`config.mk`:
```
export PLATFORM = sky130hd
export DESIGN_NAME = bus_slave_burst
export DESIGN_NICKNAME = d
export VERILOG_FILES = /design/src/rtl/bslv_pkg.sv /design/src/rtl/bslv_sync.sv /design/src/rtl/bslv_ctrl.sv /design/src/rtl/bslv_datapath.sv /design/src/rtl/bus_slave_burst.sv
export SDC_FILE = /design/constraint.sdc
export NUM_CORES = 1
export LEC_CHECK = 0
export ABC_AREA = 1
export CAP_MARGIN = 0
export CORE_MARGIN = 4
export CORE_UTILIZATION = 41
export CTS_BUF_LIST = sky130_fd_sc_hd__clkbuf_4
export DETAILED_ROUTE_END_ITERATION = 10
export PLACE_DENSITY = 0.79
export SYNTH_ARGS = -nofsm -noshare
export SYNTH_HDL_FRONTEND = slang
export SYNTH_SLANG_ARGS = --single-unit
```
`constraint.sdc`:
```
create_clock -name clk -period 1.65 [get_ports clk]
set_input_delay 0.33 -clock clk [delete_from_list [all_inputs] [get_ports clk]]
set_output_delay 0.33 -clock clk [all_outputs]
set_load 0.005 [all_outputs]
```
`src/rtl/bslv_pkg.sv`:
```
package bslv_pkg;

  // Strobes from the control FSM to the datapath
  typedef struct packed {
    logic takeOff;  // accept a handshake: latch offset, space, write byte
    logic wrEn;     // issue the local write
    logic rdCap;    // capture the local read byte into the output register
  } dpCtlT;

  // Decode result from the datapath to the control FSM
  typedef struct packed {
    logic hit;      // this slave is the target
    logic isRead;   // the transfer returns data
    logic illegal;  // targeted but not allowed locally
  } decodeT;

  typedef enum logic [2:0] {
    ST_IDLE, ST_SETUP, ST_WRITE, ST_ACK, ST_ERR, ST_IGNORE
  } stateT;

  localparam logic [2:0] CMD_VEC   = 3'b011;
  localparam logic [2:0] CMD_IOWR  = 3'b100;
  localparam logic [2:0] CMD_IORD  = 3'b101;
  localparam logic [2:0] CMD_MEMWR = 3'b110;
  localparam logic [2:0] CMD_MEMRD = 3'b111;

endpackage

```
`src/rtl/bslv_sync.sv`:
```
module bslv_sync #(
  parameter int WIDTH  = 2,
  parameter int STAGES = 2
) (
  input  logic             clk,
  input  logic             rstN,
  input  logic [WIDTH-1:0] asyncIn,
  output logic [WIDTH-1:0] syncOut
);

  logic [STAGES-1:0][WIDTH-1:0] stageQ;

  always_ff @(posedge clk or negedge rstN) begin
    if (!rstN) stageQ <= '0;
    else       stageQ <= {stageQ[STAGES-2:0], asyncIn};
  end

  assign syncOut = stageQ[STAGES-1];

endmodule

```
`src/rtl/bslv_ctrl.sv`:
```
module bslv_ctrl
  import bslv_pkg::*;
#(
  parameter int SETUP_CYC = 2
) (
  input  logic   clk,
  input  logic   rstN,
  input  logic   asAct,
  input  logic   dsAct,
  input  decodeT dec,
  output dpCtlT  dpCtl,
  output logic   oe,
  output logic   ack,
  output logic   err
);

  localparam int CW = $clog2(SETUP_CYC + 1);
  localparam logic [CW-1:0] SETUP_LAST = CW'(SETUP_CYC - 1);

  stateT         state, nextState;
  logic [CW-1:0] setupCnt;
  logic          dsPrev;
  logic          rdTxn;
  logic          dsRise;
  logic          released;
  logic          accept;

  assign dsRise   = dsAct & ~dsPrev;
  assign released = !asAct || !dsAct;
  assign accept   = (state == ST_IDLE) && asAct && dsRise;

  always_comb begin
    nextState = state;
    unique case (state)
      ST_IDLE: begin
        if (accept) begin
          if (!dec.hit)          nextState = ST_IGNORE;
          else if (dec.illegal)  nextState = ST_ERR;
          else if (dec.isRead)   nextState = ST_SETUP;
          else                   nextState = ST_WRITE;
        end
      end
      ST_SETUP: begin
        if (released)                    nextState = ST_IDLE;
        else if (setupCnt == SETUP_LAST) nextState = ST_ACK;
      end
      ST_WRITE:  nextState = ST_ACK;
      ST_ACK, ST_ERR, ST_IGNORE: begin
        if (released) nextState = ST_IDLE;
      end
      default: nextState = ST_IDLE;
    endcase
  end

  always_ff @(posedge clk or negedge rstN) begin
    if (!rstN) begin
      state    <= ST_IDLE;
      setupCnt <= '0;
      dsPrev   <= 1'b0;
      rdTxn    <= 1'b0;
    end else begin
      state  <= nextState;
      dsPrev <= dsAct;
      if (state == ST_SETUP) setupCnt <= setupCnt + 1'b1;
      else                   setupCnt <= '0;
      if (accept) rdTxn <= dec.isRead;
    end
  end

  always_comb begin
    dpCtl.takeOff = accept;
    dpCtl.wrEn    = (state == ST_WRITE);
    dpCtl.rdCap   = (state == ST_SETUP);
  end

  assign oe  = (state == ST_SETUP) || ((state == ST_ACK) && rdTxn);
  assign ack = (state == ST_ACK);
  assign err = (state == ST_ERR);

endmodule

```
`src/rtl/bslv_datapath.sv`:
```
module bslv_datapath
  import bslv_pkg::*;
#(
  parameter int ADDR_W     = 20,
  parameter int MEM_BASE   = 'h04000,
  parameter int MEM_SIZE   = 64,
  parameter int RO_OFFSET  = 48,
  parameter int IO_W       = 12,
  parameter int IO_BASE    = 'h100,
  parameter int IO_SIZE    = 16,
  parameter int BURST_DOWN = 0,
  parameter int LOC_W      = 6
) (
  input  logic              clk,
  input  logic              rstN,
  input  logic              asAct,
  input  logic [2:0]        cmdCode,
  input  logic [ADDR_W-1:0] busAddr,
  input  logic [7:0]        busDataIn,
  input  logic [2:0]        attnLevel,
  input  logic              attnActive,
  input  logic [7:0]        vectorByte,
  input  dpCtlT             dpCtl,
  output decodeT            dec,
  output logic [LOC_W-1:0]  locAddr,
  output logic              locSpaceIo,
  output logic              locWe,
  output logic [7:0]        locWdata,
  input  logic [7:0]        locRdata,
  output logic [7:0]        busDataOut
);

  // Two spare bits so a burst that leaves the window stays out of it
  localparam int PTR_W = LOC_W + 2;
  localparam logic [ADDR_W:0]  MEM_LO  = (ADDR_W+1)'(MEM_BASE);
  localparam logic [ADDR_W:0]  MEM_HI  = (ADDR_W+1)'(MEM_BASE + MEM_SIZE);
  localparam logic [IO_W:0]    IO_LO   = (IO_W+1)'(IO_BASE);
  localparam logic [IO_W:0]    IO_HI   = (IO_W+1)'(IO_BASE + IO_SIZE);
  localparam logic [PTR_W-1:0] MEM_LIM = PTR_W'(MEM_SIZE);
  localparam logic [PTR_W-1:0] IO_LIM  = PTR_W'(IO_SIZE);
  localparam logic [PTR_W-1:0] RO_LIM  = PTR_W'(RO_OFFSET);

  logic             isMemCmd, isIoCmd, isRdCmd, isVecCmd;
  logic             memHit, ioHit, vecMatch;
  logic [IO_W:0]    ioField;
  logic [PTR_W-1:0] memFirst, ioFirst, firstOff, stepOff, effOff, limit;
  logic [PTR_W-1:0] curOff;
  logic             firstDone;
  logic             spaceIo, vecTxn;
  logic [7:0]       wdataQ, rdQ;

  // Command classification
  assign isMemCmd = cmdCode[2] &  cmdCode[1];
  assign isIoCmd  = cmdCode[2] & ~cmdCode[1];
  assign isRdCmd  = cmdCode[0];
  assign isVecCmd = (cmdCode == CMD_VEC);

  // Window decode on the (stable) bus address
  assign ioField = {1'b0, busAddr[IO_W-1:0]};
  assign memHit  = ({1'b0, busAddr} >= MEM_LO) && ({1'b0, busAddr} < MEM_HI);
  assign ioHit   = (ioField >= IO_LO) && (ioField < IO_HI);
  assign memFirst = PTR_W'({1'b0, busAddr} - MEM_LO);
  assign ioFirst  = PTR_W'(ioField - IO_LO);
  assign vecMatch = isVecCmd && attnActive && (busAddr[2:0] == attnLevel);

  // Burst step direction picked by parameter
  generate
    if (BURST_DOWN != 0) begin : g_down
      assign stepOff = curOff - 1'b1;
    end else begin : g_up
      assign stepOff = curOff + 1'b1;
    end
  endgenerate

  assign firstOff = isIoCmd ? ioFirst : memFirst;
  assign effOff   = firstDone ? stepOff : firstOff;
  assign limit    = isIoCmd ? IO_LIM : MEM_LIM;

  always_comb begin
    dec.hit     = (isMemCmd && memHit) || (isIoCmd && ioHit) || vecMatch;
    dec.isRead  = isRdCmd || vecMatch;
    dec.illegal = !isVecCmd &&
                  ((effOff >= limit) || (isMemCmd && !isRdCmd && (effOff >= RO_LIM)));
  end

  always_ff @(posedge clk or negedge rstN) begin
    if (!rstN) begin
      curOff    <= '0;
      firstDone <= 1'b0;
      spaceIo   <= 1'b0;
      vecTxn    <= 1'b0;
      wdataQ    <= '0;
      rdQ       <= '0;
    end else begin
      if (!asAct) begin
        firstDone <= 1'b0;
      end else if (dpCtl.takeOff) begin
        firstDone <= 1'b1;
        curOff    <= effOff;
        spaceIo   <= isIoCmd;
        vecTxn    <= vecMatch;
        wdataQ    <= busDataIn;
      end
      if (dpCtl.rdCap) rdQ <= vecTxn ? vectorByte : locRdata;
    end
  end

  assign locAddr    = curOff[LOC_W-1:0];
  assign locSpaceIo = spaceIo;
  assign locWe      = dpCtl.wrEn;
  assign locWdata   = wdataQ;
  assign busDataOut = rdQ;

endmodule

```
`src/rtl/bus_slave_burst.sv`:
```
module bus_slave_burst
  import bslv_pkg::*;
#(
  parameter int ADDR_W     = 20,
  parameter int MEM_BASE   = 'h04000,
  parameter int MEM_SIZE   = 64,
  parameter int RO_OFFSET  = 48,
  parameter int IO_W       = 12,
  parameter int IO_BASE    = 'h100,
  parameter int IO_SIZE    = 16,
  parameter int SETUP_CYC  = 2,
  parameter int BURST_DOWN = 0,
  localparam int LOC_W = $clog2((MEM_SIZE > IO_SIZE) ? MEM_SIZE : IO_SIZE)
) (
  input  logic              clk,
  input  logic              rstN,
  input  logic              addrStbN,
  input  logic              dataStbN,
  input  logic [2:0]        cmdCode,
  input  logic [ADDR_W-1:0] busAddr,
  input  logic [7:0]        busDataIn,
  output logic [7:0]        busDataOut,
  output logic              busDataOe,
  output logic              xferAck,
  output logic              xferErr,
  input  logic [2:0]        attnLevel,
  input  logic              attnActive,
  input  logic [7:0]        vectorByte,
  output logic [LOC_W-1:0]  locAddr,
  output logic              locSpaceIo,
  output logic              locWe,
  output logic [7:0]        locWdata,
  input  logic [7:0]        locRdata
);

  logic [1:0] stbSync;
  logic       asAct, dsAct;
  dpCtlT      dpCtl;
  decodeT     dec;

  bslv_sync #(.WIDTH(2), .STAGES(2)) u_sync (
    .clk    (clk),
    .rstN   (rstN),
    .asyncIn({~addrStbN, ~dataStbN}),
    .syncOut(stbSync)
  );

  assign asAct = stbSync[1];
  assign dsAct = stbSync[0];

  bslv_ctrl #(.SETUP_CYC(SETUP_CYC)) u_ctrl (
    .clk  (clk),
    .rstN (rstN),
    .asAct(asAct),
    .dsAct(dsAct),
    .dec  (dec),
    .dpCtl(dpCtl),
    .oe   (busDataOe),
    .ack  (xferAck),
    .err  (xferErr)
  );

  bslv_datapath #(
    .ADDR_W    (ADDR_W),
    .MEM_BASE  (MEM_BASE),
    .MEM_SIZE  (MEM_SIZE),
    .RO_OFFSET (RO_OFFSET),
    .IO_W      (IO_W),
    .IO_BASE   (IO_BASE),
    .IO_SIZE   (IO_SIZE),
    .BURST_DOWN(BURST_DOWN),
    .LOC_W     (LOC_W)
  ) u_dp (
    .clk       (clk),
    .rstN      (rstN),
    .asAct     (asAct),
    .cmdCode   (cmdCode),
    .busAddr   (busAddr),
    .busDataIn (busDataIn),
    .attnLevel (attnLevel),
    .attnActive(attnActive),
    .vectorByte(vectorByte),
    .dpCtl     (dpCtl),
    .dec       (dec),
    .locAddr   (locAddr),
    .locSpaceIo(locSpaceIo),
    .locWe     (locWe),
    .locWdata  (locWdata),
    .locRdata  (locRdata),
    .busDataOut(busDataOut)
  );

endmodule

```
==> flow_summary.yaml, run 1 <==
run_status:
  status: "finished, violations left"
  violations: "negative setup slack"
critical_path:
  critPathLaunchType: "register"
  reg2reg_from: "u_dp.curOff[0]"
  path_buf_inv: 1
  critical_path.startpoint: "u_dp.curOff[0]"
  cpMostUsedCell: "nand2_1"
  end_kind: "register"
  crit_fanout: 3
  arrival_ns: 2.14
  slowest_delay_ns: 0.43
  path_cells: "ha_4, nand4_1, o21ai_1, nand3_1, nand2_2, inv_2, ha_4, nand2_4, nand2_4, a21oi_2, o21bai_1, nand2_1, nand2_1, nand2_1"
  cpMaxStageDelayCell: "dfrtp_1"
  r2r_end: "u_ctrl.state[0]"
  path_delay_family: "simple AND/OR/NAND/NOR gates"
  regToRegSetupSlack_ns: -0.23
  required_ns: 1.91
  reg2reg_depth: 14
  cp.depth: 14
  path_class: "reg2reg"
cts:
  cts_tree: "done"
  numCtsBuffers: 5
  h-tree-depth: 2
  clock_latency_ns: 0.35
  clock-sinks: 38
  ctsLongestPathBuffers: 2
  clkTransAtPathRegs_ns: 0.12
  cts-root-buf: "clkbuf_4"
logic_synthesis:
  synth_compound_area_share_pct: 10.8
  syn_area_um2: 2100
  ys.warnings.count: 0
  syn_inst: 269
  synth-main-ff-cell: "dfrtp_1"
  yosys.area_share.adder_pct: 1.78
  synth_xor_area_share_pct: 0.832
  synth_edf_count: 0
  yosys.area_share.simple_pct: 31.2
  async_reset_ff_share_pct: 100
  syn_nets: 327
  syn_area_per_cell_um2: 7.82
  synthMuxAreaShare_pct: 0
  seq_area_frac_synth_pct: 45.2
  ys_types: 32
  synth_top_family_by_area: "simple AND/OR/NAND/NOR gates"
  synth-seq-cells: 38
final_layout:
  area_growth_pct: 64.1
  layout.nets: 445
  diodes: 0
  layout-drive-gt1-share_pct: 24.7
  utilization_pct: 71.3
  final_cells: 455
  fillCellCount: 370
floorplanning:
  die_h_um: 79.6
  initial_core_util_pct: 43.4
  die_w_um: 79.6
  floorplan.die_area_um2: 6340
  fp.coreArea_um2: 4850
  std_cell_rows: 25
  top_level_ports: 82
sta:
  fmax_mhz: 533
  whs_ns: 0.359
  setup_viol: 9
  final-max-slew-violation-count: 0
  rsz0062_at_grt: "yes"
  setup_slack_ns: -0.225
  worst_pin_slew_ns: 0.449
  hold_viol_final: 0
  slew_headroom_pct: 70.1
  period_needed_ns: 1.88
  min_period_over_period_pct: 114
  finClkSkew_ns: 0.00194
min_path:
  hold_class: "reg2reg"
  min_delay_path_depth: 0
  min_from: "u_sync.stageQ[0]"
  hold_end: "u_sync.syncOut[0]"
power_and_ir_drop:
  peakVddDrop_mv: 0.850
  power.density_nw_per_um2: 1420
  p_total_mw: 4.91
  p_leak_nw: 1.65
placed_design:
  dp_hpwl_mm: 4.16
  port_buffers: 81
  routabilityCongestion: 0.801
  dp.cells: 432
global_route:
  grt_max_degree: 39
  grt_pass1_vias: 2086
  grt_pass1_wl_mm: 9.30
  grt_overflow_total: 0
  antenna_found_initial: 0
  grt_usage_pct: 18.5
routing:
  wl_per_cell_um: 12.7
  post-route-drc-count: 0
  via_per_inst: 4.71
  ant_nets: 0
  wl_mm: 5.76
  vias: 2141
  drtIter0Drc: 138
  firstDrtPassIters: 5
run:
  max_cap_viol_count: 0
[where the power goes]
group,internal (mW),switching [mW]
Clock,0.166,0.342
Sequential,1.32,0.301
Combinational,1.52,1.26
[sequential cells by signal, indices dropped and copies added, names as in the netlist]
name             cells
u_dp.busDataOut      8
u_ctrl.state         3
u_ctrl.dsPrev        1
u_dp.vecTxn          1
u_sync.stageQ        2
u_sync.syncOut       2
u_dp.locSpaceIo      1
u_dp.firstDone       1
u_ctrl.setupCnt      2
u_dp.curOff          8
u_dp.locWdata        8
u_ctrl.rdTxn         1
[stage by stage]
stage	setup WS, ns	setup TNS [ns]	area (um2)
finish	-0.225	-0.992	3450
global route	-0.373	-1.92	3450
CTS	-0.216	-0.874	3360
detailed placement	-0.349	-0.993	3160
global placement	-0.318	-0.855	3160
floorplan	-0.135	-0.292	2130
[layout make-up]
cell class	count	area [um2]	share of cell area, %
sequential	38	952	27.6
timing repair buffer	125	1180	34.2
tap	67	83.8	2.43
clock inverter	3	20.0	0.580
inverter	34	135	3.91
clock buffer	5	37.5	1.09
multi-input combinational	183	1040	30.2
[per-layer routing]
metal / part of all wire, % / up-vias / wire (um) / track usage [%]
met5: 0 / - / 0 / 0
met4: 1.7 / 0 / 97 / 6.01
met3: 11 / 12 / 607 / 6.88
met2: 48 / 94 / 2740 / 31.6
met1: 40 / 954 / 2310 / 21.3
li1: - / 1081 / - / -
[cells in the final DEF (no fill, tap or decap), types with 2 or more instances in the layout]
cell type / count
nor2_2: 3
nand3_2: 3
buf_4: 31
ha_4: 2
dfrtp_1: 37
nor2_1: 7
or2_2: 3
nand2_4: 3
clkbuf_4: 5
buf_2: 3
xor2_1: 2
nand2_1: 83
buf_6: 12
nor3_4: 4
o21ai_0: 23
nor4_1: 2
o21bai_1: 2
nor3_1: 2
o21ai_1: 7
dlygate4sd2_1: 4
nor2_8: 2
nand4_1: 2
inv_2: 4
nand3_1: 10
a21oi_2: 2
clkdlybuf4s50_1: 70
inv_1: 29
a31oi_1: 2
o21ai_2: 2
a21oi_1: 2
nand2_2: 8
[timing repair]
| item | in CTS | in global routing |
|---|---|---|
| endpoints found under the hold margin | 38 | 0 |
| buffers inserted | 11 | 4 |
| endpoints found under the setup margin | 13 | 26 |
| gates resized for setup | 39 | 25 |
| pin swaps | 5 | 8 |
| hold buffers | 1 | 0 |
[synth_stat cells (3+ instances only)]
cell type / number / area [um2]
nand2_1: 85 / 319
dfrtp_1: 38 / 951
inv_1: 32 / 120
o21ai_0: 30 / 150
nand3_1: 11 / 55.1
nor2_1: 10 / 37.5
nand2_2: 8 / 50.1
buf_4: 6 / 45.0
clkbuf_1: 5 / 18.8
nor3_1: 5 / 25.0
a21oi_1: 4 / 20.0
ha_1: 3 / 37.5
or2_2: 3 / 18.8
[worst max-delay path by stage]
stage	endpoint	slack, ns
6_report	u_ctrl.state[0]	-0.23
5_1_grt	u_ctrl.state[0]	-0.37
4_1_cts	u_ctrl.state[0]	-0.22
3_5_place_dp	u_ctrl.state[0]	-0.35
3_3_place_gp	u_ctrl.state[0]	-0.32
2_1_floorplan	u_ctrl.state[0]	-0.14
[logic make-up after synthesis]
logic type,after synthesis
fa+ha+maj,3
simple gates,136
compound gates,42
buf+inv,48
xor+xnor,2
flops,38
(Power assumes the default switching activity.)
==> inputs of run 2 (changes only) <==
--- a/config.mk
+++ b/config.mk
@@ -11,7 +11,7 @@
 export CORE_UTILIZATION = 41
 export CTS_BUF_LIST = sky130_fd_sc_hd__clkbuf_4
 export DETAILED_ROUTE_END_ITERATION = 10
-export PLACE_DENSITY = 0.79
+export PLACE_DENSITY_LB_ADDON = 0.25
 export SYNTH_ARGS = -nofsm -noshare
 export SYNTH_HDL_FRONTEND = slang
 export SYNTH_SLANG_ARGS = --single-unit
==> run 2 against run 1 <==
  * Highest routed layer unchanged
  * Flip-flop and latch count unchanged
  * Sequential share of layout area decreased by 0.29 points
  * Combinational power up 5%
  * Via count increased by 1.9%
  * Count of clock-buffer cells in the layout unchanged
  * Non-clock buffer count rose by 6
  * The run still ends with negative setup slack left
  * Largest power group unchanged
  * Critical endpoint unchanged
  * Total power rose by 1.6%
  * Utilization is 0.75 points higher
  * Worst setup slack lost 0.038 ns
  * Largest cell class unchanged
==> flow_summary.yaml, run 2 (synthesis gave the netlist of run 1 again) <==
power_and_ir_drop:
  p_total_mw: 4.99
  peakVddDrop_mv: 0.724
  p_leak_nw: 1.67
  power.density_nw_per_um2: 1430
run_status:
  violations: "negative setup slack"
  status: "finished, violations left"
min_path:
  min_delay_path_depth: 0
  hold_class: "reg2reg"
cts:
  clkTransAtPathRegs_ns: 0.11
  clock_latency_ns: 0.34
  ctsLongestPathBuffers: 2
  cts-root-buf: "clkbuf_4"
  h-tree-depth: 2
  cts_tree: "done"
  clock-sinks: 38
  numCtsBuffers: 5
routing:
  wl_per_cell_um: 12.9
  drtIter0Drc: 84
  firstDrtPassIters: 4
  via_per_inst: 4.75
  post-route-drc-count: 0
  ant_nets: 0
  wl_mm: 5.94
  vias: 2181
placed_design:
  routabilityCongestion: 0.821
  dp_hpwl_mm: 4.16
  dp.cells: 429
  port_buffers: 81
  placed_area_um2: 3140
floorplanning:
  std_cell_rows: 25
  die_h_um: 79.6
  fp.coreArea_um2: 4850
  initial_core_util_pct: 43.4
  top_level_ports: 82
  die_w_um: 79.6
  floorplan.die_area_um2: 6340
final_layout:
  area_growth_pct: 65.9
  layout-drive-gt1-share_pct: 26.0
  diodes: 0
  final_cell_area_um2: 3490
  final_cell_mix: "83 x nand2_1, 70 x clkdlybuf4s50_1, 37 x dfrtp_1"
  layout.nets: 451
  final_cells: 459
  layout_commonest_cell: "nand2_1"
critical_path:
  reg2reg_from: "u_dp.curOff[1]"
  end_kind: "register"
  r2r_end: "u_ctrl.state[0]"
  cpMaxStageDelayCell: "dfrtp_1"
  arrival_ns: 2.15
  critical_path.startpoint: "u_dp.curOff[1]"
  reg2reg_depth: 14
  cp.depth: 14
  path_delay_family: "simple AND/OR/NAND/NOR gates"
  path_cells: "ha_4, nand4_1, o21ai_1, nand3_1, nand2_2, inv_2, ha_4, nand2_2, nand2_2, a21oi_2, o21bai_1, nand2_1, nand2_1, nand2_1"
  slowest_delay_ns: 0.41
  required_ns: 1.89
  path_buf_inv: 1
  crit_fanout: 3
  critPathLaunchType: "register"
  crit_end: "u_ctrl.state[0]"
  regToRegSetupSlack_ns: -0.26
  path_class: "reg2reg"
sta:
  fmax_mhz: 523
  setup_viol: 4
  whs_ns: 0.358
  period_needed_ns: 1.91
  hold_viol_final: 0
  setup_slack_ns: -0.263
  min_period_over_period_pct: 116
  rsz0062_at_grt: "yes"
  worst_pin_slew_ns: 0.458
  finClkSkew_ns: 0.00815
  slew_headroom_pct: 69.4
  final-max-slew-violation-count: 0
global_route:
  grt_overflow_total: 0
  grt_usage_pct: 18.7
  grt_pass1_vias: 2123
  grt_pass1_wl_mm: 9.16
  antenna_found_initial: 0
  grt_max_degree: 21
run:
  max_cap_viol_count: 0
-- run 2: cell types whose count changed in the layout (fill, tap and decap cells not counted), sizes merged --
cell           change
clkdlybuf4s15      -2
dlygate4sd2        -1
inv                -1
clkinvlp           -1
clkbuf             +3
buf                +6
-- run 2: layer usage --
| metal | wire (um) | part of all wire, % | global-route usage (%) |
|---|---|---|---|
| met5 | 0 | 0 | 0 |
| met4 | 82 | 1.4 | 6.87 |
| met1 | 2480 | 42 | 21.4 |
| met2 | 2850 | 48 | 31.0 |
| met3 | 523 | 8.8 | 7.90 |
-- run 2: cell type report --
cell class	instances	area, um2
Clock inverter	1	3.75
Sequential cell	38	952
Multi-Input combinational cell	183	1030
Fill cell	369	1360
Timing Repair Buffer	131	1250
Inverter	34	133
Clock buffer	5	37.5
Tap cell	67	83.8
-- run 2: worst min path at each step --
stage,startpoint,slack [ns],end
finish,u_sync.stageQ[1],0.36,u_sync.syncOut[1]
global route,u_sync.stageQ[1],0.38,u_sync.syncOut[1]
CTS,u_sync.stageQ[1],0.36,u_sync.syncOut[1]
detailed placement,rstN,0.30,u_ctrl.state[2]
global placement,rstN,0.30,u_ctrl.state[1]
floorplan,rstN,0.03,u_ctrl.dsPrev
-- run 2: power breakdown --
| group | internal [mW] | switching (mW) |
|---|---|---|
| Clock | 0.146 | 0.283 |
| Sequential | 1.32 | 0.307 |
| Combinational | 1.61 | 1.32 |
| Total | 3.07 | 1.91 |
-- run 2: repair_timing --
| action | 4_1_cts | 5_1_grt |
|---|---|---|
| resized for setup | 29 | 35 |
| cloned | 0 | 1 |
| setup endpoints to repair | 13 | 29 |
| endpoints found under the hold margin | 18 | 0 |
| buffers inserted | 11 | 12 |
| pin swaps | 2 | 5 |
| hold buffers | 1 | 0 |
-- run 2: metrics by stage --
stage	worst slack, ns	setup TNS [ns]	util (%)
final	-0.263	-0.723	72.0
after global routing	-0.445	-1.44	72.0
after CTS	-0.223	-0.826	68.2
after detailed placement	-0.323	-0.930	64.7
after global placement	-0.312	-0.826	64.7
after floorplan	-0.135	-0.292	-
